--- src/rtl/edge_ctr_pkg.sv ---
package edge_ctr_pkg;
  typedef enum logic {CNT_BINARY = 1'b0, CNT_DECADE = 1'b1} cnt_mode_e;

  localparam int CNT_W = 4;

  function automatic logic [CNT_W-1:0] last_code(cnt_mode_e m);
    return (m == CNT_DECADE) ? CNT_W'(9) : {CNT_W{1'b1}};
  endfunction
endpackage

--- src/rtl/ctr_sync.sv ---
module ctr_sync #(
  parameter int STAGES = 2,
  parameter int W      = 3
) (
  input  logic         clk,
  input  logic         rst,
  input  logic [W-1:0] d,
  output logic [W-1:0] q
);
  logic [STAGES-1:0][W-1:0] pipe;

  always_ff @(posedge clk) begin
    if (rst) begin
      pipe <= '0;
    end else begin
      pipe[0] <= d;
      for (int i = 1; i < STAGES; i++) pipe[i] <= pipe[i-1];
    end
  end

  assign q = pipe[STAGES-1];
endmodule

--- src/rtl/ctr_edge.sv ---
module ctr_edge (
  input  logic clk,
  input  logic rst,
  input  logic s_clk,
  input  logic s_en,
  input  logic s_clr,
  output logic step
);
  logic p_clk, p_en;
  logic clk_rise, en_fall;

  // Qualify each edge with the level the other input held just before it
  assign clk_rise = s_clk & ~p_clk & p_en;
  assign en_fall  = ~s_en & p_en & ~p_clk;

  always_ff @(posedge clk) begin
    if (rst) begin
      p_clk <= 1'b0;
      p_en  <= 1'b0;
      step  <= 1'b0;
    end else begin
      p_clk <= s_clk;
      p_en  <= s_en;
      // coincident edges still yield a single pulse
      step  <= (clk_rise | en_fall) & ~s_clr;
    end
  end

  a_r3_quiet_no_step: assert property (@(posedge clk) disable iff (rst)
    (s_clk == p_clk && s_en == p_en) |=> !step);
endmodule

--- src/rtl/ctr_next.sv ---
module ctr_next import edge_ctr_pkg::*; #(
  parameter cnt_mode_e MODE = CNT_DECADE
) (
  input  logic [CNT_W-1:0] cur,
  output logic [CNT_W-1:0] nxt
);
  localparam logic [CNT_W-1:0] LAST = last_code(MODE);

  generate
    if (MODE == CNT_DECADE) begin : g_dec
      // codes at or above the last legal value fold back to zero
      assign nxt = (cur >= LAST) ? '0 : cur + CNT_W'(1);
    end else begin : g_bin
      assign nxt = cur + CNT_W'(1);
    end
  endgenerate
endmodule

--- src/rtl/ctr_core.sv ---
module ctr_core import edge_ctr_pkg::*; #(
  parameter cnt_mode_e MODE = CNT_DECADE
) (
  input  logic             clk,
  input  logic             rst,
  input  logic             clr,
  input  logic             step,
  output logic [CNT_W-1:0] cnt
);
  localparam logic [CNT_W-1:0] LAST = last_code(MODE);

  logic [CNT_W-1:0] nxt;

  ctr_next #(.MODE(MODE)) u_next (.cur(cnt), .nxt(nxt));

  always_ff @(posedge clk) begin
    if (rst || clr)  cnt <= '0;
    else if (step)   cnt <= nxt;
  end

  a_r6_in_range: assert property (@(posedge clk) disable iff (rst)
    cnt <= LAST);
  a_r1_advance_one: assert property (@(posedge clk) disable iff (rst)
    (step && !clr && cnt != LAST) |=> cnt == $past(cnt) + CNT_W'(1));
  a_r6_r7_wrap: assert property (@(posedge clk) disable iff (rst)
    (step && !clr && cnt == LAST) |=> cnt == '0);
  a_r3_hold: assert property (@(posedge clk) disable iff (rst)
    (!step && !clr) |=> $stable(cnt));
endmodule

--- src/rtl/dual_edge_counter.sv ---
module dual_edge_counter import edge_ctr_pkg::*; #(
  parameter cnt_mode_e MODE        = CNT_DECADE,
  parameter int        SYNC_STAGES = 2
) (
  input  logic             clk,
  input  logic             rst,
  input  logic             cnt_clk_in,
  input  logic             cnt_en_in,
  input  logic             clear_in,
  output logic [CNT_W-1:0] q
);
  logic [2:0] s_bus;
  logic       step;

  ctr_sync #(.STAGES(SYNC_STAGES), .W(3)) u_sync (
    .clk (clk),
    .rst (rst),
    .d   ({clear_in, cnt_en_in, cnt_clk_in}),
    .q   (s_bus)
  );

  ctr_edge u_edge (
    .clk   (clk),
    .rst   (rst),
    .s_clk (s_bus[0]),
    .s_en  (s_bus[1]),
    .s_clr (s_bus[2]),
    .step  (step)
  );

  ctr_core #(.MODE(MODE)) u_core (
    .clk  (clk),
    .rst  (rst),
    .clr  (s_bus[2]),
    .step (step),
    .cnt  (q)
  );

  a_r5_clear_zero: assert property (@(posedge clk) disable iff (rst)
    s_bus[2] |=> q == '0);
endmodule

--- config.mk ---
export PLATFORM = sky130hd
export DESIGN_NAME = dual_edge_counter
export DESIGN_NICKNAME = d
export VERILOG_FILES = /design/src/rtl/edge_ctr_pkg.sv /design/src/rtl/ctr_sync.sv /design/src/rtl/ctr_edge.sv /design/src/rtl/ctr_next.sv /design/src/rtl/ctr_core.sv /design/src/rtl/dual_edge_counter.sv
export SDC_FILE = /design/constraint.sdc
export NUM_CORES = 1
export LEC_CHECK = 0
export BUFFER_PORTS_ARGS = -buffer_cell sky130_fd_sc_hd__buf_2
export CORE_MARGIN = 2
export CORE_UTILIZATION = 35
export DETAILED_ROUTE_END_ITERATION = 12
export PLACE_DENSITY = 0.6
export SYNTH_ARGS = -nofsm -noshare
export SYNTH_HDL_FRONTEND = slang
export SYNTH_SLANG_ARGS = --single-unit
--- constraint.sdc ---
create_clock -name clk -period 1.15 [get_ports clk]
set_input_delay 0.115 -clock clk [delete_from_list [all_inputs] [get_ports clk]]
set_output_delay 0.115 -clock clk [all_outputs]
set_load 0.05 [all_outputs]
======== Word level (Yosys, flattened, before mapping) ========
Index checks and enable logic that the tools add are counted.
storage, ports and cells
  output and inout port bits .............. 4
  bits of input ports ..................... 5
  register bits ........................... 13
cells by class
  add/subtract/negate cells ............... 1
  reductions and logical operators ........ 1
  muxes and demuxes ....................... 1
  $lt $le $gt $ge ......................... 1
  bitwise logic cells ..................... 9
operators with widths
  kind                                                       number
  AND 1 bit                                                  5
  adder 4 x 1 -> 4 bit (second input constant)               1
  greater-or-equal comparator 4 bit (second input constant)  1
  two-way mux 4 bit                                          1
  NOT 1 bit                                                  3
  logical OR 1 bit                                           1
  bitwise OR 1 bit                                           1

======== Logic depth before layout (Yosys ltp) ========
Gate-level depths: netlist (run 1).
  word-level depth ........................ 5
  gate-level depth with buffers ........... 5

======== By module ========
Synthesis (run 1) repeated with hierarchy kept, for this count alone.
unflattened totals
  cell total of the unflattened synthesis .. 50
  area total of the unflattened synthesis .. 526.8 um^2
modules (own cells, without submodules)
  module    cells an instance  area an instance (um^2)  times used
  ctr_sync  15                 180.2                    1
  ctr_core  13                 145.1                    1
  ctr_next  14                 112.6                    1
  ctr_edge  8                  88.8                     1

======== Worst setup path before layout (run 1) ========
No wires, ideal clock.
  kind .................................... reg-to-reg
  from .................................... register u_core.cnt[0]
  to ...................................... register u_core.cnt[0]
  required time ........................... 1.030 ns
  setup time .............................. 0.120 ns
  path slack .............................. -0.346 ns
  arrival ................................. 1.375 ns
  cell stages (with the launch flop) ...... 6
  period minus slack after synthesis ...... 1.496 ns
  cell sequence ........................... dfxtp_1 -> inv_1 -> ha_1 -> nor3b_1 -> o21ai_2 -> nor2_1
on the way
  longest elaborated chain between the ends .. 2
  elaborated cells between the ends (all ways) .. 3
  those cells by class .................... add/sub: 1; order compare: 1; mux: 1
RTL lines
  what                                                                       RTL line        RTL
  from (decl)                                                                ctr_core.sv:8   output logic [CNT_W-1:0] cnt
  from (signal assigned)                                                     ctr_core.sv:18  else if (step) cnt <= nxt;
  adder 4 x 1 -> 4 bit or greater-or-equal comparator 4 bit (tied branches)  ctr_next.sv:12  assign nxt = (cur >= LAST) ? '0 : cur + CNT_W'(1);
  two-way mux 4 bit *                                                        ctr_next.sv:12
Mark *: on every way between the ends. The rest lies on a longest branch, timed or not.
A chain may end at the register's enable or synchronous reset.

======== Worst setup path after layout (run 1) ========
Same ends and word-level chain as after synthesis.

==> results.toml, run 1 <==
[outcome]
status = "finished clean"

[logic_synthesis]
syn-num-nets = 51
syn_inst = 43
yosysWarnings = 0
synth_top_area_share_pct = 57.0
ys_ff_latch = 13
yosysTopAreaCell = "dfxtp_1"
synth-seq-area-share_pct = 57.0
syn_avg_cell_area_um2 = 10.6
synth.distinct_cells = 15
syn_area_um2 = 457
netlist_top_cells_area = "dfxtp_1 (57%), nor2b_1 (9.6%), ha_1 (8.2%)"

[final_layout]
n_antenna_cell = 0
final_cell_mix = "dfxtp_1 (10), buf_2 (8), nor2b_1 (7), nor2_1 (5), clkbuf_4 (3)"
nFillCells = 130
fin_cells = 70
utilization_pct = 44.6
nets = 64
final_common_cell = "dfxtp_1"
drive_gt1_share_pct = 36.4
multi_input_area_um2 = 193
seq_area_um2 = 269
syn_to_final_growth_pct = 22.2

[timing]
slew-limit-headroom_pct = 83.6
tightestPinTransition_ns = 0.247
rsz0062_at_grt = "no"
finalHoldViolations = 0
fin_skew_ns = 0.00330
setup_viol = 0
max_freq_ghz = 0.926
layout_setup_ws_ns = 0.0697
slew_violations = 0
post-route-period-util_pct = 93.9
min_period_ns = 1.08
hold-worst-slack_ns = 0.0539

[setup_path]
startpoint_type = "flop"
r2r-start = "u_core.cnt[0]$_SDFFE_PP0P_"
crit_buf_inv = 1
cp.required_ns = 1.30
worstSetupStartpoint = "u_core.cnt[0]$_SDFFE_PP0P_"
critPathCaptureType = "flop"
cp_cell_sequence = "inv_2 > ha_2 > nor3b_2 > o21ai_2 > nor2_1"
rrSetupSlack_ns = 0.07
critPathArrivalTime_ns = 1.23
reg2regPathDepth = 5
path_max_fanout = 6
crit_type = "reg2reg"
endpoint = "u_core.cnt[0]$_SDFFE_PP0P_"
cp.depth = 5
slowest_delay_ns = 0.38
rr_endpoint = "u_core.cnt[0]$_SDFFE_PP0P_"
critPathSlowestCell = "dfxtp_4"
path_delay_family = "flip-flops"

[clocking]
cts.path.max_buffers = 2
cts_root_buf = "clkbuf_4"
h-tree-depth = 1
hold_buffers = 0
clock-sinks = 13
clock_latency_ns = 0.26
clk_pin_slew_worst_paths_ns = 0.07
numCtsBuffers = 3
ctsResizeCount = 0
cts_tree = "yes"
post_cts_buffers = 0

[floorplanning]
rows = 13
die_h_um = 40.1
dieArea_mm2 = 0.00161
coreArea_mm2 = 0.00125
die_w_um = 40.1
io_pins = 9
start_util_pct = 36.5

[place]
io_buffers = 8
gp_congestion = 0.630
place_ws_ns = 0.0385
hpwl_um = 458
place_inst = 66

[global_routing]
grt_overflow_total = 0
grt_max_degree = 10
track_usage_pct = 10.8
grt_pass1_vias = 297
antenna_found_initial = 0
grt_pass1_wl_um = 1060

[power_and_ir_drop]
power_leakage_nw = 0.231
ir_worst_vdd_uv = 606
p_per_area_mw_per_mm2 = 1360

[drt]
vias_per_cell = 4.33
via_count = 303
post_drt_wl_per_cell_um = 8.73
drtIter0Drc = 0
antenna_left = 0
drc_errors = 0
wl_um = 611
firstDrtPassIters = 1

[worst_hold_path]
holdCritPathClass = "in2reg"
worstHoldStart = "cnt_clk_in"

[job]
cap_viol_max_count = 0
registers in the layout, summed over array words and instances (netlist names):
signal and flops:
u_edge.p_clk 1, u_edge.step 1, u_sync.q 3, u_edge.p_en 1, u_sync.pipe 3, u_core.cnt 4
final cells by class:
cell class	count	area share, %
Inverter	3	2.02
Sequential cell	13	48.2
Timing Repair Buffer	8	7.17
Tap cell	15	3.36
Clock buffer	4	4.71
Multi-Input combinational cell	27	34.5
synthesized netlist by cell type, drive strengths merged:
| cell type | number |
|---|---|
| xnor2 | 1 |
| nand3b | 1 |
| nor2b | 7 |
| nor3b | 1 |
| dfxtp | 13 |
| xor2 | 2 |
| a21oi | 1 |
| nor2 | 6 |
| mux2i | 1 |
| nand2 | 2 |
| o21ai | 1 |
| inv | 3 |
| nand4 | 1 |
| ha | 3 |
metrics by stage:
| stage | power [mW] | setup TNS (ns) | area [µm²] |
|---|---|---|---|
| global route | 0.805 | 0 | 558 |
| finish | 0.759 | 0 | 558 |
| detailed placement | 0.506 | 0 | 532 |
| global placement | 0.505 | 0 | 532 |
| floorplan | 0.492 | -0.0451 | 473 |
| CTS | 0.779 | 0 | 558 |
power by group:
part           total [mW]  switching, mW  internal [mW]
logic              0.0315         0.0160         0.0155
registers           0.462        0.00435          0.458
clock network       0.265          0.131          0.134
cells by family (layout without fill, tap and decap cells):
logic type / Yosys count / after routing / share of synthesized area, %
and+or+nand+nor: 18 / 18 / 21.4
DFF: 13 / 13 / 57.0
adders and majority gates: 3 / 3 / 8.22
xor gates and xnor gates: 3 / 3 / 5.75
buffers and inverters: 3 / 15 / 2.47
AOI/OAI and AO/OA: 2 / 2 / 3.01
muxes: 1 / 1 / 2.19
routing by layer:
metal	vias to the layer above	track usage, %	share of wire [%]
met1	136	9.97	43
met4	0	12.9	1.6
met3	2	3.33	5.4
met2	8	17.3	50
met5	-	0	0
li1	157	-	-
worst min path at each step:
stage | to | cells after the start
floorplan | u_edge.p_en$_SDFF_PP0_ | 1
global placement | u_sync.pipe[2]$_SDFF_PP0_ | 2
detailed placement | u_sync.pipe[2]$_SDFF_PP0_ | 2
CTS | u_sync.pipe[0]$_SDFF_PP0_ | 2
global route | u_sync.pipe[2]$_SDFF_PP0_ | 2
finish | u_sync.pipe[0]$_SDFF_PP0_ | 2
No activity file was read; power rests on OpenSTA's default activity.
==> run 2, diff against run 1 <==
--- a/config.mk
+++ b/config.mk
@@ -10,6 +10,7 @@
 export CORE_UTILIZATION = 35
 export DETAILED_ROUTE_END_ITERATION = 12
 export PLACE_DENSITY = 0.6
+export SETUP_SLACK_MARGIN = 0.5
 export SYNTH_ARGS = -nofsm -noshare
 export SYNTH_HDL_FRONTEND = slang
 export SYNTH_SLANG_ARGS = --single-unit
==> results.toml, run 2 (synthesized netlist as in run 1, its figures left out) <==
[global_routing]
track_usage_pct = 11.0
grt_pass1_wl_um = 1080
grt_pass1_vias = 306
grt_max_degree = 10
antenna_found_initial = 0
grt_overflow_total = 0

[timing]
fin_tns_setup_ns = 0
post-route-period-util_pct = 92.6
slew-limit-headroom_pct = 83.7
min_period_ns = 1.07
fin_skew_ns = 0.00202
tightestPinTransition_ns = 0.246
rsz0062_at_grt = "yes"
finalHoldViolations = 0
max_freq_ghz = 0.939
layout_setup_ws_ns = 0.0846
setup_viol = 0
hold-worst-slack_ns = 0.0513
slew_violations = 0

[drt]
vias_per_cell = 4.37
antenna_left = 0
met1_length_um = 293
drc_errors = 0
via_count = 319
wl_um = 699
post_drt_wl_per_cell_um = 9.58
wl_met2_um = 375
wl_met3_um = 30
firstDrtPassIters = 4
top_layer = "met3"
drtIter0Drc = 1

[final_layout]
n_antenna_cell = 0
largest_register = "u_core.cnt"
utilization_pct = 50.0
largest_reg_flops = 4
fin_area_um2 = 626
fin_cells = 73
nets = 67
nFillCells = 121
syn_to_final_growth_pct = 37.0
final_cell_mix = "dfxtp_1 (8), nor2b_1 (7), buf_2 (5), nor2_1 (4)"
final_common_cell = "dfxtp_1"
drive_gt1_share_pct = 44.8

[clocking]
cts_tree = "yes"
clock-sinks = 13
h-tree-depth = 1
clk_pin_slew_worst_paths_ns = 0.07
clock_latency_ns = 0.27
hold_buffers = 0
cts.path.max_buffers = 2
numCtsBuffers = 3
cts_root_buf = "clkbuf_4"

[power_and_ir_drop]
power_leakage_nw = 0.258
power_mw = 0.768
p_per_area_mw_per_mm2 = 1230
ir_worst_vdd_uv = 542

[place]
place_inst = 66
io_buffers = 8
place_ws_ns = 0.0366
hpwl_um = 464
gp_congestion = 0.638
place_area_um2 = 534

[setup_path]
startpoint_type = "flop"
critPathCaptureType = "flop"
cp.required_ns = 1.31
path_max_fanout = 5
rrSetupSlack_ns = 0.08
critPathArrivalTime_ns = 1.22
crit_type = "reg2reg"

[floorplanning]
io_pins = 9
die_h_um = 40.1
coreArea_mm2 = 0.00125
rows = 13
dieArea_mm2 = 0.00161
die_w_um = 40.1
start_util_pct = 36.5

[outcome]
status = "finished clean"

[job]
cap_viol_max_count = 0

[worst_hold_path]
holdCritPathClass = "in2reg"
run 2: cell count changes in the layout (fill, tap and decap cells not counted), moves of 2 or more:
cell and delta:
dfxtp_1 -2, buf_8 +2, buf_2 -3, buf_4 +3
run 2: metal layers:
metal	global-route usage, %	vias up
met3	3.33	0
met1	10.1	145
li1	-	165
met4	10.3	0
met5	0	-
met2	19.0	9
run 2: where the power goes:
group | internal, mW | switching [mW] | leakage, nW
clock | 0.134 | 0.136 | 0.0150
combinational | 0.0186 | 0.0175 | 0.133
sequential | 0.456 | 0.00531 | 0.110
total | 0.609 | 0.159 | 0.258
run 2: critical path, cell delays in order, from the launching register on:
cell	delay (ns)
dfxtp_4	0.37
inv_2	0.03
ha_2	0.16
nor3b_4	0.14
o21ai_2	0.18
nor2_1	0.06
run 2: cell type report:
| class | count | area, µm² | share of cell area, % |
|---|---|---|---|
| inverters | 3 | 11.3 | 1.80 |
| clock buffers | 4 | 26.3 | 4.20 |
| well taps | 15 | 18.8 | 3.00 |
| multi-input cells | 27 | 206 | 33.0 |
| repair buffers | 11 | 88.8 | 14.2 |
| flip-flops and latches | 13 | 274 | 43.8 |
run 2: repair_timing:
item,in CTS,in global routing
hold endpoints to repair,0,0
pin swaps,3,1
resized for setup,11,2
endpoints found under the setup margin,9,9
buffers inserted,2,1
run 2: final timing paths:
| kind | start | to | cells after the start |
|---|---|---|---|
| worst min-delay path | cnt_en_in | u_sync.pipe[1]$_SDFF_PP0_ | 2 |
| worst max register to register | u_core.cnt[0]$_SDFFE_PP0P_ | u_core.cnt[2]$_SDFFE_PP0P_ | 5 |
| worst max-delay path | u_core.cnt[0]$_SDFFE_PP0P_ | u_core.cnt[2]$_SDFFE_PP0P_ | 5 |
| worst min register to register | u_sync.q[0]$_SDFF_PP0_ | u_edge.p_clk$_SDFF_PP0_ | 2 |
